==> config.mk <==
export PLATFORM = sky130hd
export DESIGN_NAME = clksyn_supervisor
export DESIGN_NICKNAME = d
export VERILOG_FILES = /design/src/rtl/supv_pkg.sv /design/src/rtl/supv_sync2.sv /design/src/rtl/supv_timer.sv /design/src/rtl/supv_retry.sv /design/src/rtl/clksyn_supervisor.sv
export SDC_FILE = /design/constraint.sdc
export NUM_CORES = 1
export LEC_CHECK = 0
export BUFFER_PORTS_ARGS = -buffer_cell sky130_fd_sc_hd__buf_2
export CAP_MARGIN = 20
export CORE_MARGIN = 3
export CORE_UTILIZATION = 42
export CTS_CLUSTER_SIZE = 14
export DETAILED_ROUTE_END_ITERATION = 6
export GPL_TIMING_DRIVEN = 0
export SYNTH_ARGS = -nofsm -noshare
export SYNTH_HDL_FRONTEND = slang
export SYNTH_SLANG_ARGS = --single-unit
==> constraint.sdc <==
create_clock -name clk_free -period 2.4 [get_ports clk_free]
set_clock_uncertainty 0.05 [all_clocks]
set_input_delay 0.12 -clock clk_free [delete_from_list [all_inputs] [get_ports clk_free]]
set_output_delay 0.12 -clock clk_free [all_outputs]
set_load 0.02 [all_outputs]
==> src/rtl/supv_pkg.sv <==
package supv_pkg;

    typedef enum logic [1:0] {
        S_PULSE   = 2'd0,
        S_SETTLE  = 2'd1,
        S_RELEASE = 2'd2,
        S_RUN     = 2'd3
    } supv_state_t;

    typedef enum logic [1:0] {
        PH_PULSE = 2'b00,
        PH_WAIT  = 2'b01,
        PH_RUN   = 2'b10
    } supv_phase_t;

endpackage

==> src/rtl/supv_sync2.sv <==
module supv_sync2 (
    input  logic clk,
    input  logic rst,
    input  logic d_async,
    output logic q_sync
);
    logic meta;

    always_ff @(posedge clk or posedge rst) begin
        if (rst) begin
            meta   <= 1'b0;
            q_sync <= 1'b0;
        end else begin
            meta   <= d_async;
            q_sync <= meta;
        end
    end
endmodule

==> src/rtl/supv_timer.sv <==
module supv_timer #(
    parameter int TW        = 8,
    parameter int RESET_VAL = 0
) (
    input  logic          clk,
    input  logic          rst,
    input  logic          load,
    input  logic [TW-1:0] load_val,
    output logic          expired
);
    logic [TW-1:0] cnt;

    always_ff @(posedge clk or posedge rst) begin
        if (rst)
            cnt <= TW'(RESET_VAL);
        else if (load)
            cnt <= load_val;
        else if (cnt != '0)
            cnt <= cnt - TW'(1);
    end

    assign expired = (cnt == '0);
endmodule

==> src/rtl/supv_retry.sv <==
module supv_retry #(
    parameter int W = 4
) (
    input  logic         clk,
    input  logic         rst,
    input  logic         bump,
    output logic [W-1:0] count
);
    always_ff @(posedge clk or posedge rst) begin
        if (rst)
            count <= '0;
        else if (bump && (count != {W{1'b1}}))
            count <= count + W'(1);
    end
endmodule

==> src/rtl/clksyn_supervisor.sv <==
module clksyn_supervisor
    import supv_pkg::*;
#(
    parameter int PULSE_CYC   = 500,
    parameter int SETTLE_CYC  = 10000,
    parameter int RELEASE_CYC = 16,
    parameter int RETRY_W     = 8
) (
    input  logic               clk_free,
    input  logic               rst_ext,
    input  logic               lock_raw,
    output logic               syn_rst,
    output logic               core_rst,
    output logic [1:0]         phase,
    output logic [RETRY_W-1:0] retry_cnt
);
    localparam int MAXC = (PULSE_CYC > SETTLE_CYC) ?
                          ((PULSE_CYC > RELEASE_CYC) ? PULSE_CYC : RELEASE_CYC) :
                          ((SETTLE_CYC > RELEASE_CYC) ? SETTLE_CYC : RELEASE_CYC);
    localparam int TW = $clog2(MAXC + 1);
    localparam logic [TW-1:0] LD_PULSE   = TW'(PULSE_CYC - 1);
    localparam logic [TW-1:0] LD_SETTLE  = TW'(SETTLE_CYC - 1);
    localparam logic [TW-1:0] LD_RELEASE = TW'(RELEASE_CYC - 1);

    supv_state_t   state, state_nxt;
    logic          lock_s;
    logic          t_load;
    logic [TW-1:0] t_val;
    logic          t_done;
    logic          retry_bump;

    supv_sync2 u_sync (
        .clk     (clk_free),
        .rst     (rst_ext),
        .d_async (lock_raw),
        .q_sync  (lock_s)
    );

    supv_timer #(.TW(TW), .RESET_VAL(PULSE_CYC - 1)) u_timer (
        .clk      (clk_free),
        .rst      (rst_ext),
        .load     (t_load),
        .load_val (t_val),
        .expired  (t_done)
    );

    supv_retry #(.W(RETRY_W)) u_retry (
        .clk   (clk_free),
        .rst   (rst_ext),
        .bump  (retry_bump),
        .count (retry_cnt)
    );

    // state register
    always_ff @(posedge clk_free or posedge rst_ext) begin
        if (rst_ext)
            state <= S_PULSE;
        else
            state <= state_nxt;
    end

    // transitions
    always_comb begin
        state_nxt  = state;
        t_load     = 1'b0;
        t_val      = '0;
        retry_bump = 1'b0;
        unique case (state)
            S_PULSE: begin
                if (t_done) begin
                    state_nxt = S_SETTLE;
                    t_load    = 1'b1;
                    t_val     = LD_SETTLE;
                end
            end
            S_SETTLE: begin
                if (t_done) begin
                    if (lock_s) begin
                        state_nxt = S_RELEASE;
                        t_load    = 1'b1;
                        t_val     = LD_RELEASE;
                    end else begin
                        state_nxt  = S_PULSE;
                        t_load     = 1'b1;
                        t_val      = LD_PULSE;
                        retry_bump = 1'b1;
                    end
                end
            end
            S_RELEASE: begin
                if (!lock_s) begin
                    state_nxt  = S_PULSE;
                    t_load     = 1'b1;
                    t_val      = LD_PULSE;
                    retry_bump = 1'b1;
                end else if (t_done) begin
                    state_nxt = S_RUN;
                end
            end
            S_RUN: begin
                if (!lock_s) begin
                    state_nxt  = S_PULSE;
                    t_load     = 1'b1;
                    t_val      = LD_PULSE;
                    retry_bump = 1'b1;
                end
            end
        endcase
    end

    // outputs
    always_comb begin
        unique case (state)
            S_PULSE: begin
                syn_rst  = 1'b1;
                core_rst = 1'b1;
                phase    = PH_PULSE;
            end
            S_SETTLE, S_RELEASE: begin
                syn_rst  = 1'b0;
                core_rst = 1'b1;
                phase    = PH_WAIT;
            end
            S_RUN: begin
                syn_rst  = 1'b0;
                core_rst = 1'b0;
                phase    = PH_RUN;
            end
        endcase
    end
endmodule

==> results.cfg, run 1 <==
[finish]
multi_input_area_um2 = 841
seq_area_um2 = 659
syn_to_final_growth_pct = 13.9
postLayoutCellArea_um2 = 1770
nNetsFinal = 194
fillCellCount = 314
layout-drive-gt1-share_pct = 20.2
finalNonFillerCells = 229
n_antenna_cell = 0

[min_path]
hp-class = in2async

[global_routing]
grt_pass1_wl_um = 5520
grt_pass1_vias = 1221
grtUsageTotal_pct = 16.0
grt-ovfl-total = 0
grt_max_degree = 27
antenna_found_initial = 0

[worst_setup_path]
end_kind = register
r2r_start = u_timer.cnt[1]$_DFFE_PP1P_
crit_fanout = 10
crit_path_start_kind = register
arrival_ns = 2.41
r2r_setup_slack_ns = 0.12
timing.rr.end = state[1]$_DFFE_PP0P_
ff2ff_path_depth = 8
worstSetupPathType = reg2reg
cp.required_ns = 2.53

[detailed_routing]
drc = 0
vias = 1261
wl_um = 3110
drt_pass1_iterations = 4
final_antenna_net_count = 0
drtIter0Drc = 56
wl_per_cell_um = 13.6
avgViaCountPerCell = 5.51

[placement]
io_buffers = 14
place_area_um2 = 1680
dp_slack_ns = 0.0947
gp_congestion = 0.831
hpwlAfterDp_um = 2330
placed_cells = 221

[floorplanning]
placementRows = 21
die_area_um2 = 4460
initial_core_util_pct = 45.0
core_um2 = 3440
fp.dieW_um = 66.8
die_h_um = 66.8
io_pins = 15

[logic_synthesis]
synth_edf_count = 0
ys_top_cells_by_area = dfrtp_1, dfstp_2, ha_1
async_reset_ff_share_pct = 100
netlist.area_leader.share_pct = 30.7
syn_area_um2 = 1550
avgSynthCellArea_um2 = 9.63
ys_types = 41
postSynthCellCount = 161
ys_seq_area_share_pct = 42.5
ys_seq_elements = 26
synth_nets = 171
ys_warn_count = 0
synth_top_area_cell = dfrtp_1
ys.flop_type = dfrtp_1

[power_and_ir_drop]
ir_drop_mv = 0.191
leakagePower_nw = 0.758
powerDensity_nw_per_um2 = 421
p_total_w = 0.000744

[clocking]
cts_tree = yes
h-tree-depth = 1
clk_latency_ns = 0.27
cts_resized = 0
cts.path.max_buffers = 2
cts_root_buf = clkbuf_8
cts_buffers = 3
clock_sinks = 26
clk_pin_slew_ns = 0.10

[run_status]
status = finished, violations left
violations = negative hold slack

[timing]
max-slew-margin-rel_pct = 36.9
layout_min_cycle_time_ns = 2.28
final_max_slew_viol_count = 0
holdWs_ns = -0.00733
worst_pin_slew_ns = 0.946
hold_violations = 6
setup_ws_ns = 0.122
final-setup-viol-count = 0
timing.setup.tns_ns = 0
max_freq_ghz = 0.439
period_share_pct = 94.9

[job]
drv_cap = 0
## state kept, by name, summed over array words and instances, names as in the netlist
name	count
u_timer.cnt	14
u_sync.q_sync	1
u_sync.meta	1
state	2
u_retry.count	8
## what timing repair did
item / 4_1_cts / 5_1_grt
setup endpoints to repair: 0 / 2
hold endpoints to repair: 1 / 0
buffers inserted: 0 / 3
hold buffers: 1 / 0
## cell usage after synthesis (3+ instances only)
cell / instances
xor2_1: 6
inv_1: 6
nor3_1: 7
a211oi_1: 3
dfstp_2: 7
nand2_1: 9
nor4_1: 3
ha_1: 7
a21oi_1: 8
nor3b_1: 4
dfrtp_1: 19
nand3_1: 6
nor2_1: 14
nand4_1: 7
and3_1: 3
clkbuf_1: 3
xnor2_1: 10
o21ai_0: 9
## layout by cell type, fill, tap and decap left out, types with 3 or more instances in the layout
cell      netlist  layout
dfrtp_1        19      19
buf_2           1      15
nor2_1         14      14
xnor2_1        10      10
nand2_1         9       9
o21ai_0         9       9
a21oi_1         8       8
nor3_1          7       7
nand4_1         7       7
ha_1            7       7
dfstp_2         7       7
nand3_1         6       6
xor2_1          6       6
inv_1           6       6
nor3b_1         4       4
clkbuf_8        0       4
clkbuf_1        3       3
and3_1          3       3
nor4_1          3       3
a211oi_1        3       3
buf_4           0       3
## stage by stage
step	utilization [%]	hold WS [ns]
after floorplan	-	0.101
after global placement	48.7	0.180
after detailed placement	48.7	0.180
after CTS	50.6	0.0503
after global routing	51.3	0.0893
final	51.3	-0.00733
## critical path, stage by stage (launching register included)
cell and delay [ns]:
dfstp_2 0.39, inv_1 0.09, ha_1 0.24, nor4b_4 0.32
and4_1 0.27, buf_6 0.15, nor2_2 0.06, or4_1 0.49
o21ai_0 0.12
## power breakdown
part           total [W]  switching (W)  internal (W)
clock           0.000287       0.000141      0.000147
combinational  0.0000159      0.0000117    0.00000421
sequential      0.000441    0.000000558      0.000440
total           0.000744       0.000153      0.000591
## metal layers
metal / share of wire [%] / GRT usage [%] / vias to the layer above
met3: 2.6 / 2.02 / 2
met1: 48 / 21.9 / 611
met5: 0 / 0 / -
met2: 49 / 26.2 / 19
li1: - / - / 629
met4: 0.52 / 4.57 / 0
## kinds of logic (layout without fill, tap and decap cells)
| family | after synthesis | count (layout) | share of synthesized area [%] |
|---|---|---|---|
| and+or+nand+nor | 67 | 67 | 25.1 |
| xor gates and xnor gates | 16 | 16 | 9.04 |
| adders and majority gates | 7 | 7 | 5.65 |
| muxes | 2 | 2 | 1.37 |
| DFF | 26 | 26 | 42.5 |
| AOI/OAI and AO/OA | 32 | 32 | 13.1 |
| buffers and inverters | 11 | 33 | 3.23 |
## worst max-delay path by stage
stage | start | slack (ns) | cells past startpoint | to
2_1_floorplan | u_timer.cnt[0]$_DFFE_PP1P_ | 0.38 | 8 | state[1]$_DFFE_PP0P_
3_3_place_gp | u_timer.cnt[1]$_DFFE_PP1P_ | 0.11 | 7 | state[1]$_DFFE_PP0P_
3_5_place_dp | u_timer.cnt[1]$_DFFE_PP1P_ | 0.09 | 7 | state[1]$_DFFE_PP0P_
4_1_cts | u_timer.cnt[1]$_DFFE_PP1P_ | 0.05 | 7 | state[1]$_DFFE_PP0P_
5_1_grt | u_timer.cnt[0]$_DFFE_PP1P_ | -0.01 | 8 | state[1]$_DFFE_PP0P_
6_report | u_timer.cnt[1]$_DFFE_PP1P_ | 0.12 | 8 | state[1]$_DFFE_PP0P_
## cell type report
type                    instances  area share [%]
plain buffers                   5            1.56
repair buffers                 18            5.81
clock buffers                   4            3.12
multi-input cells             124            47.6
inverters                       6            1.28
well taps                      46            3.26
flip-flops and latches         26            37.3
No activity file was read; power rests on OpenSTA's default activity.
==> run 2: changes to the inputs <==
--- a/config.mk
+++ b/config.mk
@@ -8,10 +8,11 @@
 export BUFFER_PORTS_ARGS = -buffer_cell sky130_fd_sc_hd__buf_2
 export CAP_MARGIN = 20
 export CORE_MARGIN = 3
-export CORE_UTILIZATION = 42
+export CORE_UTILIZATION = 58
 export CTS_CLUSTER_SIZE = 14
 export DETAILED_ROUTE_END_ITERATION = 6
 export GPL_TIMING_DRIVEN = 0
+export PLACE_DENSITY = 0.78
 export SYNTH_ARGS = -nofsm -noshare
 export SYNTH_HDL_FRONTEND = slang
 export SYNTH_SLANG_ARGS = --single-unit
==> results.cfg, run 2 (synthesized netlist as in run 1, its figures left out) <==
[timing]
final_max_slew_viol_count = 0
setup_ws_ns = 0.160
timing.setup.tns_ns = 0
period_share_pct = 93.3
worst_pin_slew_ns = 0.931
max_freq_ghz = 0.446
rsz0062_at_grt = no
hold_violations = 0
max-slew-margin-rel_pct = 37.8
final-setup-viol-count = 0
layout_min_cycle_time_ns = 2.24

[detailed_routing]
vias = 1293
wl_per_cell_um = 14.3
final_antenna_net_count = 0
drtIter0Drc = 36
avgViaCountPerCell = 6.04
wl_um = 3070
drt_pass1_iterations = 4
drc = 0

[worst_setup_path]
cp_slowest_cell = dfstp_2
r2r_setup_slack_ns = 0.16
crit_fanout = 8
r2r_start = u_timer.cnt[1]$_DFFE_PP1P_
end_kind = register
cp.required_ns = 2.58
worstSetupPathType = reg2reg
timing.rr.end = u_retry.count[1]$_DFFE_PP0P_
max_stage_delay_ns = 0.40
crit_path_start_kind = register
cp.depth = 7
crit_path_cell_trace = inv_1 -> ha_1 -> nor4b_4 -> buf_4 -> nand4_1 -> a21oi_2 -> mux2_2
ff2ff_path_depth = 7
path_buf_inv = 2
arrival_ns = 2.42
crit_family = simple AND/OR/NAND/NOR gates

[floorplanning]
fp.dieW_um = 57.7
core_um2 = 2500
die_h_um = 57.7
initial_core_util_pct = 62.0
io_pins = 15
placementRows = 18
die_area_um2 = 3330

[finish]
largest-register = u_timer.cnt
n_antenna_cell = 0
syn_to_final_growth_pct = 12.0
layout_common_cells = dfrtp_1, buf_2, nor2_1
multi_input_area_um2 = 841
nNetsFinal = 195
finalNonFillerCells = 214
seq_area_um2 = 659
layout-drive-gt1-share_pct = 20.1
largest_reg_flops = 14
final_common_cell = dfrtp_1
fillCellCount = 187
postLayoutCellArea_um2 = 1740
top_regs = u_timer.cnt: 14 flops, u_retry.count: 8 flops, state: 2 flops

[global_routing]
antenna_found_initial = 0
grt_pass1_wl_um = 4950
grt_max_degree = 27
grtUsageTotal_pct = 19.3
grt_pass1_vias = 1150
grt-ovfl-total = 0

[clocking]
cts.path.max_buffers = 2
cts_root_buf = clkbuf_4
clk_pin_slew_ns = 0.13
cts_tree = yes
cts_buffers = 3
h-tree-depth = 1
clk_latency_ns = 0.33
clock_sinks = 26

[min_path]
min-delay-start = u_sync.meta$_DFF_PP0_
hold_end = u_sync.q_sync$_DFF_PP0_
hp-class = reg2reg
min_path_cells = 0

[power_and_ir_drop]
leakagePower_nw = 0.754
powerDensity_nw_per_um2 = 392
p_total_w = 0.000680
ir_drop_mv = 0.455

[placement]
io_buffers = 14
gp_congestion = 0.913
place_area_um2 = 1660
dp_slack_ns = 0.146
placed_cells = 205
hpwlAfterDp_um = 2240

[job]
drv_cap = 0

[run_status]
status = complete, no violations
-- run 2: layer usage --
metal	track usage, %	share of wire, %
met4	8.61	1.6
met3	2.67	3.8
met2	32.6	49
met5	0	0
met1	24.5	46
-- run 2: area by class of cell --
class / count / share of cell area [%]
plain buffers: 5 / 1.59
clock buffers: 4 / 2.09
inverters: 6 / 1.30
multi-input cells: 124 / 48.4
flip-flops and latches: 26 / 38.0
well taps: 30 / 2.16
repair buffers: 19 / 6.48
-- run 2: power breakdown --
group	total (W)	internal, W	switching [W]
clock network	0.000222	0.0000930	0.000129
logic	0.0000170	0.00000527	0.0000117
registers	0.000441	0.000440	0.000000841
-- run 2: how the worst max path moves through the flow --
stage | from | to | slack [ns]
3_5_place_dp | u_timer.cnt[1]$_DFFE_PP1P_ | state[1]$_DFFE_PP0P_ | 0.15
5_1_grt | state[1]$_DFFE_PP0P_ | u_retry.count[1]$_DFFE_PP0P_ | 0.04
3_3_place_gp | u_timer.cnt[1]$_DFFE_PP1P_ | state[1]$_DFFE_PP0P_ | 0.15
6_report | u_timer.cnt[1]$_DFFE_PP1P_ | u_retry.count[1]$_DFFE_PP0P_ | 0.16
2_1_floorplan | u_timer.cnt[0]$_DFFE_PP1P_ | state[1]$_DFFE_PP0P_ | 0.38
4_1_cts | u_timer.cnt[1]$_DFFE_PP1P_ | state[1]$_DFFE_PP0P_ | 0.10
-- run 2: timing repair --
action / in CTS / in global routing
hold buffers: 2 / 0
hold endpoints to repair: 20 / 0
endpoints found under the setup margin: 0 / 1
resized for setup: 0 / 0
buffers inserted: 0 / 3
-- run 2: per-stage QoR --
stage | util (%) | hold slack [ns]
detailed placement | 66.3 | 0.185
finish | 69.5 | 0.329
global placement | 66.3 | 0.180
CTS | 68.6 | 0.333
global route | 69.5 | 0.342
floorplan | - | 0.101
==> run 3: changes to the inputs <==
--- a/config.mk
+++ b/config.mk
@@ -8,11 +8,11 @@
 export BUFFER_PORTS_ARGS = -buffer_cell sky130_fd_sc_hd__buf_2
 export CAP_MARGIN = 20
 export CORE_MARGIN = 3
-export CORE_UTILIZATION = 58
+export CORE_UTILIZATION = 62
 export CTS_CLUSTER_SIZE = 14
 export DETAILED_ROUTE_END_ITERATION = 6
 export GPL_TIMING_DRIVEN = 0
-export PLACE_DENSITY = 0.78
+export PLACE_DENSITY = 0.83
 export SYNTH_ARGS = -nofsm -noshare
 export SYNTH_HDL_FRONTEND = slang
 export SYNTH_SLANG_ARGS = --single-unit
==> constraint.sdc (replaced) <==
create_clock -name clk_free -period 2.8 [get_ports clk_free]
set_clock_uncertainty 0.05 [all_clocks]
set_input_delay 0.14 -clock clk_free [delete_from_list [all_inputs] [get_ports clk_free]]
set_output_delay 0.14 -clock clk_free [all_outputs]
set_load 0.02 [all_outputs]
==> results.cfg, run 3 (synthesized netlist as in run 1, its figures left out) <==
[clocking]
h-tree-depth = 1
cts.path.max_buffers = 2
clock_sinks = 26
cts_tree = yes
cts_buffers = 3
cts_resized = 0
clk_latency_ns = 0.33
cts_root_buf = clkbuf_4
clk_pin_slew_ns = 0.13

[finish]
layout-drive-gt1-share_pct = 19.2
multi_input_area_um2 = 841
largest_reg_flops = 14
fillCellCount = 157
postLayoutCellArea_um2 = 1760
n_antenna_cell = 0
top_regs = u_timer.cnt: 14 flops, u_retry.count: 8 flops, state: 2 flops
largest-register = u_timer.cnt
final_common_cell = dfrtp_1
seq_area_um2 = 659
syn_to_final_growth_pct = 13.2
finalNonFillerCells = 210
layout_common_cells = dfrtp_1, buf_2, nor2_1
nNetsFinal = 193

[global_routing]
grt_max_degree = 27
met2_usage_pct = 37.2
grt_pass1_wl_um = 5600
grt_util_met1_pct = 28.6
antenna_found_initial = 0
grt-ovfl-total = 0
busiest_layer = met2
use_met3_pct = 2.55
grt_pass1_vias = 1253
grtUsageTotal_pct = 21.7

[timing]
rsz0062_at_grt = no
layout_min_cycle_time_ns = 2.32
final_max_slew_viol_count = 0
timing.setup.tns_ns = 0
max-slew-margin-rel_pct = 63.3
holdWs_ns = 0.317
period_share_pct = 82.7
max_freq_ghz = 0.432
final-setup-viol-count = 0
worst_pin_slew_ns = 0.545
hold_violations = 0

[floorplanning]
placementRows = 17
core_um2 = 2300
die_area_um2 = 3140
fp.dieW_um = 56.0
io_pins = 15
die_h_um = 56.0
initial_core_util_pct = 67.5

[detailed_routing]
wl_um = 3270
drc = 0
vias = 1332
drtIter0Drc = 87
avgViaCountPerCell = 6.34
drt_pass1_iterations = 5
wl_per_cell_um = 15.6
final_antenna_net_count = 0

[placement]
gp_congestion = 0.894
io_buffers = 14
place_area_um2 = 1660
hpwlAfterDp_um = 2200
placed_cells = 203

[worst_setup_path]
end_kind = register
arrival_ns = 2.50
worstSetupPathType = reg2reg
crit_fanout = 6
crit_path_start_kind = register
cp.required_ns = 2.99

[job]
drv_cap = 0

[power_and_ir_drop]
powerDensity_nw_per_um2 = 375
ir_drop_mv = 0.459
leakagePower_nw = 0.760
p_total_w = 0.000658

[run_status]
status = complete, no violations

[min_path]
hp-class = reg2reg
## run 3: what timing repair did
action                                 4_1_cts  5_1_grt
hold buffers                                 2        0
buffers inserted                             0        0
endpoints found under the hold margin       20        0
## run 3: routing by layer
metal | vias up | routed length, um
met5 | - | 0
met4 | 0 | 44
met3 | 9 | 157
met2 | 53 | 1650
met1 | 640 | 1410
li1 | 630 | -
## run 3: critical path, stage by stage (launching register included)
cell     delay [ns]
dfstp_2        0.41
inv_1          0.09
ha_1           0.24
nor4b_4        0.36
nand4_1        0.29
a21o_1         0.26
or4_1          0.45
o21ai_0        0.10
## run 3: through the flow
step / util (%) / setup WS [ns]
5_1_grt: 76.4 / 0.339
3_5_place_dp: 72.1 / 0.553
6_report: 76.4 / 0.484
2_1_floorplan: - / 0.779
3_3_place_gp: 72.1 / 0.587
4_1_cts: 75.2 / 0.510
## run 3: power breakdown
part	internal (W)	switching, W
Clock	0.000145	0.000115
Sequential	0.000378	0.000000567
Combinational	0.00000842	0.0000116
## run 3: path summary, 6_finish.rpt
check | startpoint | slack [ns] | endpoint | cells after the start
setup / recovery | u_timer.cnt[1]$_DFFE_PP1P_ | 0.48 | state[1]$_DFFE_PP0P_ | 7
hold / removal | u_sync.meta$_DFF_PP0_ | 0.32 | u_sync.q_sync$_DFF_PP0_ | 0
setup reg to reg | u_timer.cnt[1]$_DFFE_PP1P_ | 0.48 | state[1]$_DFFE_PP0P_ | 7
hold reg to reg | u_sync.meta$_DFF_PP0_ | 0.32 | u_sync.q_sync$_DFF_PP0_ | 0
max in group asynchronous | rst_ext | 1.88 | u_timer.cnt[6]$_DFFE_PP1P_ | 4
min in group asynchronous | rst_ext | 0.33 | state[0]$_DFFE_PP0P_ | 3
## run 3: final cells by class
cell class | instances | share of cell area (%)
repair buffers | 17 | 6.70
multi-input cells | 124 | 47.9
plain buffers | 5 | 1.57
flip-flops and latches | 26 | 37.6
clock buffers | 3 | 1.28
well taps | 28 | 2.00
inverters | 6 | 1.28
clock inverters | 1 | 1.71
